[config.mk]
export PLATFORM = sky130hd
export DESIGN_NAME = adc_avg_fmt
export DESIGN_NICKNAME = d
export VERILOG_FILES = /design/src/rtl/adc_avg_pkg.sv /design/src/rtl/adc_avg_accum.sv /design/src/rtl/adc_res_store.sv /design/src/rtl/adc_avg_fmt.sv
export SDC_FILE = /design/constraint.sdc
export NUM_CORES = 1
export LEC_CHECK = 0
export ABC_AREA = 1
export CAP_MARGIN = 20
export CORE_MARGIN = 4
export CORE_UTILIZATION = 25
export CTS_BUF_LIST = sky130_fd_sc_hd__clkbuf_16
export CTS_CLUSTER_DIAMETER = 120
export DETAILED_ROUTE_END_ITERATION = 10
export GPL_ROUTABILITY_DRIVEN = 0
export GPL_TIMING_DRIVEN = 0
export PLACE_DENSITY_LB_ADDON = 0.05
export REMOVE_ABC_BUFFERS = 1
export SKIP_LAST_GASP = 1
export SYNTH_ARGS = -nofsm -noshare
export SYNTH_HDL_FRONTEND = slang
export SYNTH_HIERARCHICAL = 1
export SYNTH_SLANG_ARGS = --single-unit
[constraint.sdc]
create_clock -name clk -period 4.2 [get_ports clk]
set_clock_uncertainty 0.15 [all_clocks]
set_input_delay 1.26 -clock clk [delete_from_list [all_inputs] [get_ports clk]]
set_output_delay 1.26 -clock clk [all_outputs]
set_load 0.005 [all_outputs]
[src/rtl/adc_avg_pkg.sv]
package adc_avg_pkg;
    typedef enum logic [1:0] {
        RES_8   = 2'b00,
        RES_10  = 2'b01,
        RES_12  = 2'b10,
        RES_12X = 2'b11
    } res_mode_e;
endpackage

[src/rtl/adc_avg_accum.sv]
module adc_avg_accum #(
    parameter int DATA_W  = 12,
    parameter int SEL_W   = 2,
    parameter int MIN_LOG = 2
) (
    input  logic              clk,
    input  logic              rst_n,
    input  logic              start_i,
    input  logic              smp_valid_i,
    input  logic [DATA_W-1:0] smp_data_i,
    input  logic              avg_en_i,
    input  logic [SEL_W-1:0]  avg_sel_i,
    output logic [DATA_W-1:0] mean_o,
    output logic              done_o
);
    localparam int MAX_LOG = MIN_LOG + (1 << SEL_W) - 1;
    localparam int ACC_W   = DATA_W + MAX_LOG;
    localparam int CNT_W   = MAX_LOG;

    typedef struct packed {
        logic [ACC_W-1:0]  acc;
        logic [CNT_W-1:0]  cnt;
        logic [DATA_W-1:0] mean;
        logic              done;
    } acc_state_t;

    acc_state_t st_d, st_q;
    logic [ACC_W-1:0] sum;
    logic [ACC_W-1:0] shifted;
    logic [CNT_W:0]   limit;
    int unsigned      shift;

    always_comb begin
        shift   = avg_en_i ? (MIN_LOG + int'(avg_sel_i)) : 0;
        limit   = (CNT_W+1)'(1) << shift;
        sum     = st_q.acc + ACC_W'(smp_data_i);
        shifted = sum >> shift;
        st_d      = st_q;
        st_d.done = 1'b0;
        if (start_i) begin
            st_d.acc = '0;
            st_d.cnt = '0;
        end else if (smp_valid_i) begin
            if ({1'b0, st_q.cnt} + (CNT_W+1)'(1) >= limit) begin
                st_d.mean = shifted[DATA_W-1:0];
                st_d.done = 1'b1;
                st_d.acc  = '0;
                st_d.cnt  = '0;
            end else begin
                st_d.acc = sum;
                st_d.cnt = st_q.cnt + CNT_W'(1);
            end
        end
    end

    always_ff @(posedge clk or negedge rst_n) begin
        if (!rst_n) st_q <= '0;
        else        st_q <= st_d;
    end

    assign mean_o = st_q.mean;
    assign done_o = st_q.done;

    // a done pulse is always caused by an accepted sample
    a_r5_done_after_sample: assert property (@(posedge clk) disable iff (!rst_n)
        st_q.done |-> $past(smp_valid_i && !start_i));

    // a conversion request empties the group
    a_r9_start_clears: assert property (@(posedge clk) disable iff (!rst_n)
        start_i |=> (st_q.cnt == '0 && st_q.acc == '0 && !st_q.done));
endmodule

[src/rtl/adc_res_store.sv]
module adc_res_store
    import adc_avg_pkg::*;
#(
    parameter int DATA_W = 12
) (
    input  logic              clk,
    input  logic              rst_n,
    input  logic              done_i,
    input  logic [DATA_W-1:0] mean_i,
    input  logic [1:0]        res_mode_i,
    input  logic              ovr_en_i,
    input  logic              rd_i,
    output logic [DATA_W-1:0] result_o,
    output logic              flag_o
);
    localparam logic [DATA_W-1:0] MASK8  = DATA_W'((1 << (DATA_W-4)) - 1);
    localparam logic [DATA_W-1:0] MASK10 = DATA_W'((1 << (DATA_W-2)) - 1);
    localparam logic [DATA_W-1:0] MASK12 = '1;

    typedef struct packed {
        logic [DATA_W-1:0] result;
        logic              flag;
    } store_t;

    store_t st_d, st_q;
    logic   accept;
    logic [DATA_W-1:0] mask;

    always_comb begin
        unique case (res_mode_e'(res_mode_i))
            RES_8:   mask = MASK8;
            RES_10:  mask = MASK10;
            default: mask = MASK12;
        endcase
        accept = done_i && (ovr_en_i || !st_q.flag || rd_i);
        st_d = st_q;
        if (rd_i) st_d.flag = 1'b0;
        if (accept) begin
            st_d.result = mean_i & mask;
            st_d.flag   = 1'b1;
        end
    end

    always_ff @(posedge clk or negedge rst_n) begin
        if (!rst_n) st_q <= '0;
        else        st_q <= st_d;
    end

    assign result_o = st_q.result;
    assign flag_o   = st_q.flag;

    // without overwrite, an unread result is held
    a_r7_hold_unread: assert property (@(posedge clk) disable iff (!rst_n)
        (st_q.flag && !ovr_en_i && !rd_i) |=> $stable(st_q.result));

    // a read with no new result clears the flag
    a_r10_read_clears: assert property (@(posedge clk) disable iff (!rst_n)
        (rd_i && !done_i) |=> !st_q.flag);

    // the flag rises only on a delivered group result
    a_r5_flag_on_done: assert property (@(posedge clk) disable iff (!rst_n)
        $rose(st_q.flag) |-> $past(done_i));

    // 8-bit mode leaves the upper bits clear
    a_r4_mask8: assert property (@(posedge clk) disable iff (!rst_n)
        (done_i && res_mode_i == 2'b00 && (ovr_en_i || !st_q.flag || rd_i))
        |=> (st_q.result[DATA_W-1:DATA_W-4] == '0));
endmodule

[src/rtl/adc_avg_fmt.sv]
module adc_avg_fmt #(
    parameter int DATA_W  = 12,
    parameter int SEL_W   = 2,
    parameter int MIN_LOG = 2
) (
    input  logic              clk,
    input  logic              rst_n,
    input  logic              conv_start,
    input  logic              smp_valid,
    input  logic [DATA_W-1:0] smp_data,
    input  logic              avg_en,
    input  logic [SEL_W-1:0]  avg_sel,
    input  logic [1:0]        res_mode,
    input  logic              ovr_en,
    input  logic              rd_strobe,
    output logic [DATA_W-1:0] result,
    output logic              done_flag,
    output logic              grp_done
);
    logic [DATA_W-1:0] mean;
    logic              done;

    adc_avg_accum #(.DATA_W(DATA_W), .SEL_W(SEL_W), .MIN_LOG(MIN_LOG)) i_accum (
        .clk         (clk),
        .rst_n       (rst_n),
        .start_i     (conv_start),
        .smp_valid_i (smp_valid),
        .smp_data_i  (smp_data),
        .avg_en_i    (avg_en),
        .avg_sel_i   (avg_sel),
        .mean_o      (mean),
        .done_o      (done)
    );

    adc_res_store #(.DATA_W(DATA_W)) i_store (
        .clk        (clk),
        .rst_n      (rst_n),
        .done_i     (done),
        .mean_i     (mean),
        .res_mode_i (res_mode),
        .ovr_en_i   (ovr_en),
        .rd_i       (rd_strobe),
        .result_o   (result),
        .flag_o     (done_flag)
    );

    assign grp_done = done;
endmodule

==> metrics.md <==
| Metric | Value |
|---|---|
| Worst hold slack | 0.325 ns |
| Data arrival, critical path | 4.10 ns |
| Worst-Margin Slew | 0.583 ns |
| Required time of the worst setup path | 4.29 ns |
| Reg-to-reg slack, setup | 1.48 ns |
| Num rows | 43 |
| Yosys Warn Count | 6 |
| Critical setup path kind | in -> reg |
| Mapped Cells | 529 |
| CP delay by family, top | buffers and inverters |
| Boundary Pins | 37 |
| HPWL after detailed placement | 8720 µm |
| Die X | 128 µm |
| Largest net degree at the start of global routing | 32 |
| #FFs+latches synth | 48 |
| Crit-path slowest cell | clkdlybuf4s50_1 |
| CTS sink count | 48 |
| CTS Buf Count | 5 |
| Status | finished, final reports clean |
| Antenna violations before repair | 0 |
| Crit path from | avg_en |
| # H-tree levels | 2 |
| Final instance area | 0.00432 mm² |
| Worst path depth | 16 |
| Syn Area/Cell | 6.80 µm² |
| CP peak stage delay | 0.70 ns |
| Cts hold-fix bufs | 0 |
| Share of the synthesized area in the top cell type | 0.334 |
| Max-slew violation count | 0 |
| Yosys cell types | 37 |
| Pre-Repair DR Iteration Count | 4 |
| Root Driver | clkbuf_16 |
| RSZ-0062 raised after global routing | false |
| Reg2Reg Depth | 14 |
| Maximum vdd ir drop | 135 µV |
| Cell Area, Synth | 0.00359 mm² |
| Setup TNS | 0 ns |
| # nets final | 604 |
| Sequential cell area fraction in the yosys report | 0.334 |
| Max cap viols | 0 |
| Die area | 0.0164 mm² |
| Synth async-reset ratio | 1.00 |
| Post-synth EDFFs | 0 |
| Chip Height | 128 µm |
| Endpoint class of the critical path | flip-flop |
| Area contributors post-synth | dfrtp_1 (33%), nand2_1 (19%), nand3_1 (10%) |
| Via count | 3,456 |
| Vias in the first global route | 3,353 |
| Core area | 0.0140 mm² |
| PortBufs | 36 |
| Crit path buffers/inverters | 5 |
| First-pass GRT wire length | 18,100 µm |
| Synth Flop Type | dfrtp_1 |
| Max Freq | 0.250 GHz |
| Pre-CTS setup slack | -1.14 ns |
| Final setup fails | 0 |
| Yosys top cell by area | dfrtp_1 |
| DRC | 0 |
| Hold path start | i_store/result_o[4] |
| Hold EP | i_store/result_o[4] |
| Diodes inserted | 0 |
| Routed WL | 11,200 µm |
| Final ANT Viol Nets | 0 |
| Area after DPL | 0.00405 mm² |
| Area grow syn2layout | 20.2% |
| Most used cell, CP | nand2_1 |
| R2R Path End | i_accum/mean_o[7] |
| Leakage | 2.21 nW |
| PwrDens | 349 mW/mm² |
| Clk_lat worst skew | 0.31 ns |
| Clk slew on worst S/H paths | 0.08 ns |
| Layout cells sized above 1 | 0.0817 |
| Maximum clock path buffer count | 2 |
| Grt ovf | 0 |
| Relative slew margins | 0.610 |
| Vias per cell | 4.65 |
| Hold depth | 2 |
| Initial Utilization | 0.257 |
| Worst Hold Class | reg -> reg |
| CTS tree | built |
| Core Util, Final | 0.309 |
| Period utilization | 0.954 |
| Cell Chain, Critical Path | clkdlybuf4s50_1 -> clkinvlp_4 -> buf_4 -> nor2_4 -> nand2_1 -> ha_1 -> nand2_1 -> inv_1 -> nand4_1 -> nand3_2 -> nand2_1 -> nor2_4 -> buf_4 -> nand2_1 -> nand3b_1 -> nand2_1 |
| GRT Total Usage | 0.142 |
| Worst r2r src | i_accum/st_q[13] |
| CP Max Fanout | 10 |
| Kind of start point of the critical path | primary input |
| Final worst path period need | 4.01 ns |
| Hold Violations, Final | 0 |
| DRT iter0 DRCs | 212 |
| Routed length per instance | 15.1 µm |
| Setup slack after layout | 0.193 ns |
-- through the flow --
| step | cells | total power, mW |
|---|---|---|
| global placement | 722 | 1.02 |
| floorplan | 506 | 0.815 |
| finish | 743 | 1.51 |
| detailed placement | 724 | 1.02 |
| CTS | 734 | 1.53 |
| global route | 743 | 1.62 |
-- power breakdown --
part | leakage, nW | internal [mW] | switching [mW] | total [mW]
combinational | 1.49 | 0.193 | 0.233 | 0.426
clock | 0.0804 | 0.284 | 0.209 | 0.493
sequential | 0.635 | 0.542 | 0.0478 | 0.590
total | 2.21 | 1.02 | 0.490 | 1.51
-- kinds of logic (layout without fill, tap and decap cells) --
logic type	after synthesis	count (layout)	share of synthesized area
and+or+nand+nor	320	320	0.393
buffers and inverters	93	127	0.117
DFF	48	48	0.334
AOI/OAI and AO/OA	43	43	0.0703
adders and majority gates	19	19	0.0682
xor gates and xnor gates	5	5	0.0143
muxes	1	1	0.00278
-- synth_stat cells (all sizes together), types with 2 or more instances --
| cell | instances |
|---|---|
| inv | 68 |
| nand3 | 79 |
| clkbuf | 2 |
| a22o | 2 |
| nor3 | 2 |
| clkinv | 2 |
| xor2 | 4 |
| a21oi | 9 |
| or2 | 2 |
| ha | 18 |
| nand2 | 194 |
| and2 | 3 |
| nand3b | 4 |
| nor2 | 28 |
| o22ai | 4 |
| dfrtp | 48 |
| o21ai | 23 |
| buf | 21 |
| o211ai | 3 |
| nand4 | 8 |
-- repair_timing --
item / 4_1_cts / 5_1_grt
resized for setup: 3 / 2
endpoints found under the setup margin: 35 / 11
pin swaps: 2 / 1
buffers inserted: 2 / 9
cloned: 0 / 0
-- sequential cells by signal, summed over array words and instances, names as in the netlist --
signal and count:
i_accum/st_q 22, i_store/result_o 12, i_store/flag_o 1, i_accum/done_o 1, i_accum/mean_o 12
-- layout by cell type (no fill, tap or decap), types with 2 or more instances in the layout --
cell	instances
o21ai_0	12
a21oi_1	8
nand4_1	8
clkbuf_16	5
nand3_1	75
xor2_1	3
and2_1	3
nor2_4	2
inv_2	3
nand2_2	7
nand3_2	4
ha_1	18
nor2_1	25
nand2_1	186
buf_4	12
dfrtp_1	48
nand3b_1	4
o22ai_1	4
o211ai_1	3
clkdlybuf4s50_1	35
clkinvlp_4	3
a22o_1	2
o21ai_1	11
inv_1	63
clkinv_1	2
-- layer usage --
layer,up-vias,wire [µm],track usage
met5,-,0,0
met4,0,114,0.0231
met3,7,441,0.0317
met2,65,5250,0.234
met1,1638,5400,0.194
li1,1746,-,-
-- worst register-to-register path, cell delays in order (launching register included) --
cell and delay (ns):
dfrtp_1 0.44, ha_1 0.26, nand3_1 0.10, xor2_1 0.22, inv_1 0.07, ha_1 0.28
nand2_1 0.06, o21a_1 0.19, nand3_2 0.09, nand2_1 0.09, nor2_4 0.22, buf_4 0.19
nand2_1 0.06, nand3b_1 0.16, nand2_1 0.06
-- cell type report --
type	count	area, µm²
Clock buffer	5	125
Multi-Input combinational cell	388	1990
Fill cell	1560	9670
Inverter	70	270
Tap cell	180	225
Sequential cell	48	1200
Timing Repair Buffer	49	465
Clock inverter	3	46.3
-- how the worst max path moves through the flow --
stage,end,slack [ns]
6_report,i_accum/mean_o[7],0.19
3_5_place_dp,i_accum/mean_o[5],-1.14
5_1_grt,i_accum/mean_o[7],0.03
3_3_place_gp,i_accum/mean_o[5],-1.11
2_1_floorplan,i_accum/mean_o[5],0.62
4_1_cts,i_accum/mean_o[9],0.11
No activity file was read; power rests on OpenSTA's default activity.
